**src/rtl/eag_pkg.sv**
```systemverilog
package eag_pkg;
  typedef enum logic [1:0] {
    ST_IDLE  = 2'd0,
    ST_BASE  = 2'd1,
    ST_INDEX = 2'd2
  } eag_state_e;
endpackage

```
**src/rtl/eag_fieldsel.sv**
```systemverilog
module eag_fieldsel #(
  parameter int SEL_W = 4
) (
  input  logic [SEL_W-1:0] base_sel,
  input  logic [SEL_W-1:0] index_sel,
  input  logic             count_mode,
  output logic             use_base,
  output logic             use_index
);
  // Zero in a field means the position is empty; count mode drops the base.
  assign use_base  = !count_mode && (base_sel != '0);
  assign use_index = (index_sel != '0);
endmodule

```
**src/rtl/eag_seq.sv**
```systemverilog
module eag_seq
  import eag_pkg::*;
#(
  parameter int SEL_W = 4
) (
  input  logic             clk,
  input  logic             rst_n,
  input  logic             req_valid,
  input  logic [SEL_W-1:0] base_sel,
  input  logic [SEL_W-1:0] index_sel,
  input  logic             use_base,
  input  logic             use_index,
  output logic             ready,
  output logic             accept,
  output logic             rd_en,
  output logic [SEL_W-1:0] rd_sel,
  output logic             done
);
  eag_state_e       state;
  logic [SEL_W-1:0] base_q;
  logic [SEL_W-1:0] index_q;
  logic             need_x;

  assign ready  = (state == ST_IDLE);
  assign accept = req_valid && ready;

  always_comb begin
    rd_en  = 1'b0;
    rd_sel = '0;
    case (state)
      ST_BASE:  begin rd_en = 1'b1; rd_sel = base_q;  end
      ST_INDEX: begin rd_en = 1'b1; rd_sel = index_q; end
      default:  ;
    endcase
  end

  always_ff @(posedge clk) begin
    if (!rst_n) begin
      state   <= ST_IDLE;
      base_q  <= '0;
      index_q <= '0;
      need_x  <= 1'b0;
      done    <= 1'b0;
    end else begin
      done <= 1'b0;
      case (state)
        ST_IDLE: begin
          if (accept) begin
            base_q  <= base_sel;
            index_q <= index_sel;
            need_x  <= use_index;
            if (use_base)       state <= ST_BASE;
            else if (use_index) state <= ST_INDEX;
            else                done  <= 1'b1;
          end
        end
        ST_BASE: begin
          if (need_x) state <= ST_INDEX;
          else begin
            state <= ST_IDLE;
            done  <= 1'b1;
          end
        end
        ST_INDEX: begin
          state <= ST_IDLE;
          done  <= 1'b1;
        end
        default: state <= ST_IDLE;
      endcase
    end
  end
endmodule

```
**src/rtl/eag_accum.sv**
```systemverilog
module eag_accum #(
  parameter int DISP_W = 12,
  parameter int ADDR_W = 24
) (
  input  logic              clk,
  input  logic              rst_n,
  input  logic              load,
  input  logic [DISP_W-1:0] disp,
  input  logic              add,
  input  logic [ADDR_W-1:0] operand,
  output logic [ADDR_W-1:0] acc
);
  localparam int PAD_W = ADDR_W - DISP_W;

  always_ff @(posedge clk) begin
    if (!rst_n)     acc <= '0;
    else if (load)  acc <= {{PAD_W{1'b0}}, disp};
    else if (add)   acc <= acc + operand;   // carry out dropped
  end
endmodule

```
**src/rtl/eff_addr_gen.sv**
```systemverilog
module eff_addr_gen #(
  parameter int SEL_W  = 4,
  parameter int DISP_W = 12,
  parameter int ADDR_W = 24
) (
  input  logic              clk,
  input  logic              rst_n,
  input  logic              req_valid,
  output logic              req_ready,
  input  logic [SEL_W-1:0]  req_base,
  input  logic [SEL_W-1:0]  req_index,
  input  logic [DISP_W-1:0] req_disp,
  input  logic              req_count_mode,
  output logic              rf_rd_en,
  output logic [SEL_W-1:0]  rf_rd_sel,
  input  logic [ADDR_W-1:0] rf_rd_data,
  output logic              addr_done,
  output logic [ADDR_W-1:0] addr_out
);
  logic use_base, use_index, accept;

  eag_fieldsel #(.SEL_W(SEL_W)) u_fsel (
    .base_sel  (req_base),
    .index_sel (req_index),
    .count_mode(req_count_mode),
    .use_base  (use_base),
    .use_index (use_index)
  );

  eag_seq #(.SEL_W(SEL_W)) u_seq (
    .clk      (clk),
    .rst_n    (rst_n),
    .req_valid(req_valid),
    .base_sel (req_base),
    .index_sel(req_index),
    .use_base (use_base),
    .use_index(use_index),
    .ready    (req_ready),
    .accept   (accept),
    .rd_en    (rf_rd_en),
    .rd_sel   (rf_rd_sel),
    .done     (addr_done)
  );

  eag_accum #(.DISP_W(DISP_W), .ADDR_W(ADDR_W)) u_acc (
    .clk    (clk),
    .rst_n  (rst_n),
    .load   (accept),
    .disp   (req_disp),
    .add    (rf_rd_en),
    .operand(rf_rd_data),
    .acc    (addr_out)
  );
endmodule

```
**config.mk**
```make
export PLATFORM = sky130hd
export DESIGN_NAME = eff_addr_gen
export DESIGN_NICKNAME = d
export VERILOG_FILES = /design/src/rtl/eag_pkg.sv /design/src/rtl/eag_fieldsel.sv /design/src/rtl/eag_seq.sv /design/src/rtl/eag_accum.sv /design/src/rtl/eff_addr_gen.sv
export SDC_FILE = /design/constraint.sdc
export NUM_CORES = 1
export LEC_CHECK = 0
export CORE_MARGIN = 3
export CORE_UTILIZATION = 49
export CTS_CLUSTER_DIAMETER = 60
export DETAILED_ROUTE_END_ITERATION = 12
export GPL_ROUTABILITY_DRIVEN = 0
export GPL_TIMING_DRIVEN = 0
export HOLD_SLACK_MARGIN = 0.15
export PLACE_DENSITY = 0.92
export SLEW_MARGIN = 15
export SYNTH_ARGS = -nofsm -noshare
export SYNTH_HDL_FRONTEND = slang
export SYNTH_HIERARCHICAL = 1
export SYNTH_SLANG_ARGS = --single-unit
```
**constraint.sdc**
```tcl
create_clock -name clk -period 2.7 [get_ports clk]
set_input_delay 0.27 -clock clk [delete_from_list [all_inputs] [get_ports clk]]
set_output_delay 0.27 -clock clk [all_outputs]
set_load 0.05 [all_outputs]
```
==> key figures <==
Floorplan
  – Floorplan die area: 6800 um2
  – Initial standard-cell utilization of the core: 51.4%
  – Die width: 82.4 um
  – Area of the core region: 5570 um2
  – Die outline height: 82.4 um
  – Top-level I/O count: 79
  – Number of standard-cell rows in the floorplan: 27

Logic synthesis
  – Leading post-synthesis cells by cell area: sky130_fd_sc_hd__dfxtp_1 25%, sky130_fd_sc_hd__ha_1 12%, sky130_fd_sc_hd__a21oi_1 6.3%
  – Yosys synthesis warning count: 6
  – Top cell type by total area after synthesis: sky130_fd_sc_hd__dfxtp_1
  – Synthesized Nets: 417
  – Number of synthesized flops with an enable pin: 0
  – Cell types with the highest counts after synthesis: 36 x sky130_fd_sc_hd__a21oi_1, 36 x sky130_fd_sc_hd__dfxtp_1, 33 x sky130_fd_sc_hd__nand2_1, 27 x sky130_fd_sc_hd__ha_1, 19 x sky130_fd_sc_hd__o21ai_0
  – Netlist Area Pre-Place: 2860 um2
  – Post-synthesis share of cell area spent on xor and xnor gates: 6.12%
  – Area share of the largest cell type after synthesis: 25.2%
  – Fraction of the yosys area taken by sequential cells: approximately 25%
  – Combinational family with the most area after synthesis: compound AO/OA/AOI/OAI gates
  – Mean cell area of the mapped netlist: 8.40 um2
  – Register bit total from synthesis: 36
  – Post-synthesis share of cell area spent on and, or, nand and nor gates: about 18%
  – Fraction of synthesized area in multiplexers: 4.55%
  – Instance count of the mapped netlist: 341
  – Adder-cell area share of the yosys netlist: around an eighth
  – Asr flop ratio synth: 0%
  – Most frequently used flop master after synthesis: sky130_fd_sc_hd__dfxtp_1
  – Post-synthesis cell type count: slightly below 60
  – Area fraction in compound gates after synthesis: 29.8%

Flow run
  – Max Cap Violations: 0

Placement
  – Port-buffer cells: 78
  – Final HPWL from detailed placement: about 6.2 mm
  – Post-placement cell count: just under 500

Critical path
  – Crit start category: input port
  – Max Fanout on Critical Path: 3
  – Worst R2R Path Depth: 10
  – Startpoint of the most critical register-to-register path: u_acc/acc[0]
  – Category of the critical setup timing path: input port to flop
  – Capturing point of the worst reg2reg path: u_acc/acc[20]
  – Arr. time, crit path: 2770 ps
  – Type of element capturing the critical path: flop
  – Cell Chain, Critical Path: clkdlybuf4s50_1 > ha_1 > inv_1 > fa_1 > and2b_1 > o2111ai_2 > a21oi_2 > a221oi_2 > o41ai_2 > xnor2_1 > o21ai_1
  – Crit path max-delay cell type: sky130_fd_sc_hd__clkdlybuf4s50_1
  – Minimum setup slack among reg-to-reg paths: 190 ps
  – Critical path required time: 2880 ps
  – Largest incremental delay on the critical path: 460 ps
  – Worst setup path startpoint: rf_rd_data[0]

Hold path
  – Number of instances on the worst hold path: 2
  – Hold Startpoint: u_acc/acc[20]
  – Hold Crit Class: flop to flop
  – Endpoint of the worst hold path: u_acc/acc[20]

Route
  – DRC: 0
  – Via Count: between 2k and 3k
  – Drt initial violations: 239
  – Aggregate routed wire length: 8.12 mm
  – Post-route ant nets: 0
  – Average vias per placed instance: ~6
  – Mean routed wirelength per cell: 16.2 um
  – Number of search-and-repair iterations in the first detailed-routing pass: 5

Final layout
  – Non-filler instance count after layout: 500
  – Total of fill cells in the finished design: around 450
  – Final Util: between 60% and 70%
  – Total number of nets in the final design: 503
  – Number of inserted diodes: 0
  – Area grow syn2layout: 34.4%
  – Fraction of final layout cells sized beyond drive strength 1: 6.54%

Timing
  – Slew Viols, Final: 0
  – Final Setup Violations: 0
  – Unrepaired setup endpoints after global routing: no
  – Final worst clock skew: 4.17 ps
  – Final cycle utilization of the critical path: 95.7%
  – Final Hold Violating Endpoints: 0
  – Min Tclk post-route: about 2600 ps
  – Relative slew margins: 55.3%
  – Worst Max-Slew Pin Slew: 671 ps
  – Peak Freq: between 300 and 400 MHz

Power and ir drop
  – Power density over cell area: 562 nW/um2
  – Clock power frac: 22.7%
  – Part of the power in combinational logic: 47.9%
  – Net switching power: 0.877 mW
  – Sequential group share of total power: 29.4%
  – P_int: approximately 1.3 mW
  – Worst-case vdd ir drop: 0.000350 V
  – Leakage power figure: 1.51 nW
  – Switching fraction of total power: 40.5%

Clock network
  – Clock H-tree levels: 2
  – Cell at the root of the clock tree: sky130_fd_sc_hd__clkbuf_8
  – Maximum number of buffers from clock root to sink: 2
  – Number of buffers created by CTS: 5
  – Number of clock sinks seen by CTS: 36
  – Clock-pin slew on the worst setup and hold paths: roughly 80 ps
  – CTS tree: yes
  – Clock latency of the later-clocked register in the worst-skew pair: 300 ps
  – CTS hold repair buffers: 0

Global route
  – Pin count of the biggest net entering global routing: 12
  – First-pass GRT wire length: 12.7 mm
  – Number of antenna violations at the first check in global routing: 0
  – Sum of overflow across all layers after global routing: 0
  – Via count of the first global-routing pass: 2,810
  – Tot GR Track Use: between 20 and 25%

Outcome
  – Outcome: finished, final reports clean
per-layer routing:
metal / global-route usage, % / vias up / wire length [um]
li1: - / 1421 / -
met1: 29.2 / 1380 / 3350
met2: 40.9 / 136 / 4010
met3: 6.40 / 16 / 651
met4: 8.31 / 0 / 115
met5: 0 / - / 0
state kept, by name (all words and copies together), names as in the netlist:
register / cells
u_acc/acc: 24
u_seq/base_q: 4
u_seq/done: 1
u_seq/index_q: 4
u_seq/need_x: 1
u_seq/state: 2
critical path: cells and delay by family:
kind                     cells  cell delay [ps]
XOR/XNOR                     1              160
AO/OA/AOI/OAI                5              940
AND/OR/NAND/NOR              1              250
adder cells (fa/ha/maj)      2              630
buffers and inverters        2              530
power by group through the flow:
stage          logic [mW]  clock network [mW]  registers, mW
3_5_place_dp         1.01                   0          0.646
5_1_grt              1.11               0.518          0.642
3_3_place_gp        0.982                   0          0.643
4_1_cts              1.03               0.494          0.635
2_1_floorplan       0.569                   0          0.790
6_report             1.04               0.490          0.635
cells by family (layout without fill, tap and decap cells):
group           count (synthesis)  after routing
compound gates                121            121
buf+inv                        27            114
fa+ha+maj                      28             28
simple gates                   96             96
flops                          36             36
mux                            13             13
xor+xnor                       20             20
cell type report:
type | instances | area [um2] | area share, %
Sequential cell | 36 | 721 | 18.7
Buffer | 17 | 80.1 | 2.08
Multi-Input combinational cell | 278 | 2020 | 52.6
Inverter | 10 | 37.5 | 0.975
Clock inverter | 2 | 35.0 | 0.910
Timing Repair Buffer | 79 | 788 | 20.5
Clock buffer | 6 | 72.6 | 1.89
Tap cell | 72 | 90.1 | 2.34
metrics by stage:
stage | total power, mW | setup TNS (ps) | worst slack (ps) | cell area, um2 | hold slack, ps
floorplan | 1.36 | 0 | 68.0 | 2860 | 394
global placement | 1.63 | -303 | -152 | 3730 | 450
detailed placement | 1.66 | -391 | -188 | 3730 | 461
CTS | 2.15 | 0 | 108 | 3840 | 472
global route | 2.27 | 0 | 9.99 | 3850 | 501
finish | 2.16 | 0 | 117 | 3850 | 470
how the worst max path moves through the flow:
stage,endpoint,depth (start not counted),slack [ps]
floorplan,u_acc/acc[20],10,70
global placement,u_acc/acc[22],11,-150
detailed placement,u_acc/acc[22],11,-190
CTS,u_acc/acc[22],11,110
global route,rf_rd_sel[1],4,10
finish,u_acc/acc[20],11,120
repair_timing:
action | in CTS | in global routing
endpoints found under the setup margin | 0 | 2
buffers inserted | 0 | 1
resized for setup | 0 | 0
cell usage in the layout (no fill, tap or decap), types with 4 or more instances in the layout:
cell | synthesis | routed
sky130_fd_sc_hd__clkdlybuf4s50_1 | 0 | 78
sky130_fd_sc_hd__a21oi_1 | 36 | 36
sky130_fd_sc_hd__dfxtp_1 | 36 | 36
sky130_fd_sc_hd__nand2_1 | 33 | 33
sky130_fd_sc_hd__ha_1 | 27 | 27
sky130_fd_sc_hd__o21ai_0 | 19 | 19
sky130_fd_sc_hd__xnor2_1 | 15 | 15
sky130_fd_sc_hd__o21ai_1 | 13 | 13
sky130_fd_sc_hd__mux2i_1 | 13 | 13
sky130_fd_sc_hd__nand3_1 | 13 | 13
sky130_fd_sc_hd__a21bo_1 | 11 | 11
sky130_fd_sc_hd__inv_1 | 10 | 10
sky130_fd_sc_hd__nor2_1 | 10 | 10
sky130_fd_sc_hd__clkbuf_1 | 8 | 9
sky130_fd_sc_hd__nor2b_1 | 8 | 8
sky130_fd_sc_hd__and2_1 | 7 | 7
sky130_fd_sc_hd__clkbuf_8 | 0 | 5
sky130_fd_sc_hd__a21o_1 | 5 | 5
sky130_fd_sc_hd__xor2_1 | 5 | 5
sky130_fd_sc_hd__buf_2 | 4 | 4
sky130_fd_sc_hd__nand4_1 | 4 | 4
sky130_fd_sc_hd__a22oi_1 | 4 | 4
Power figures use the tool's default switching activity.
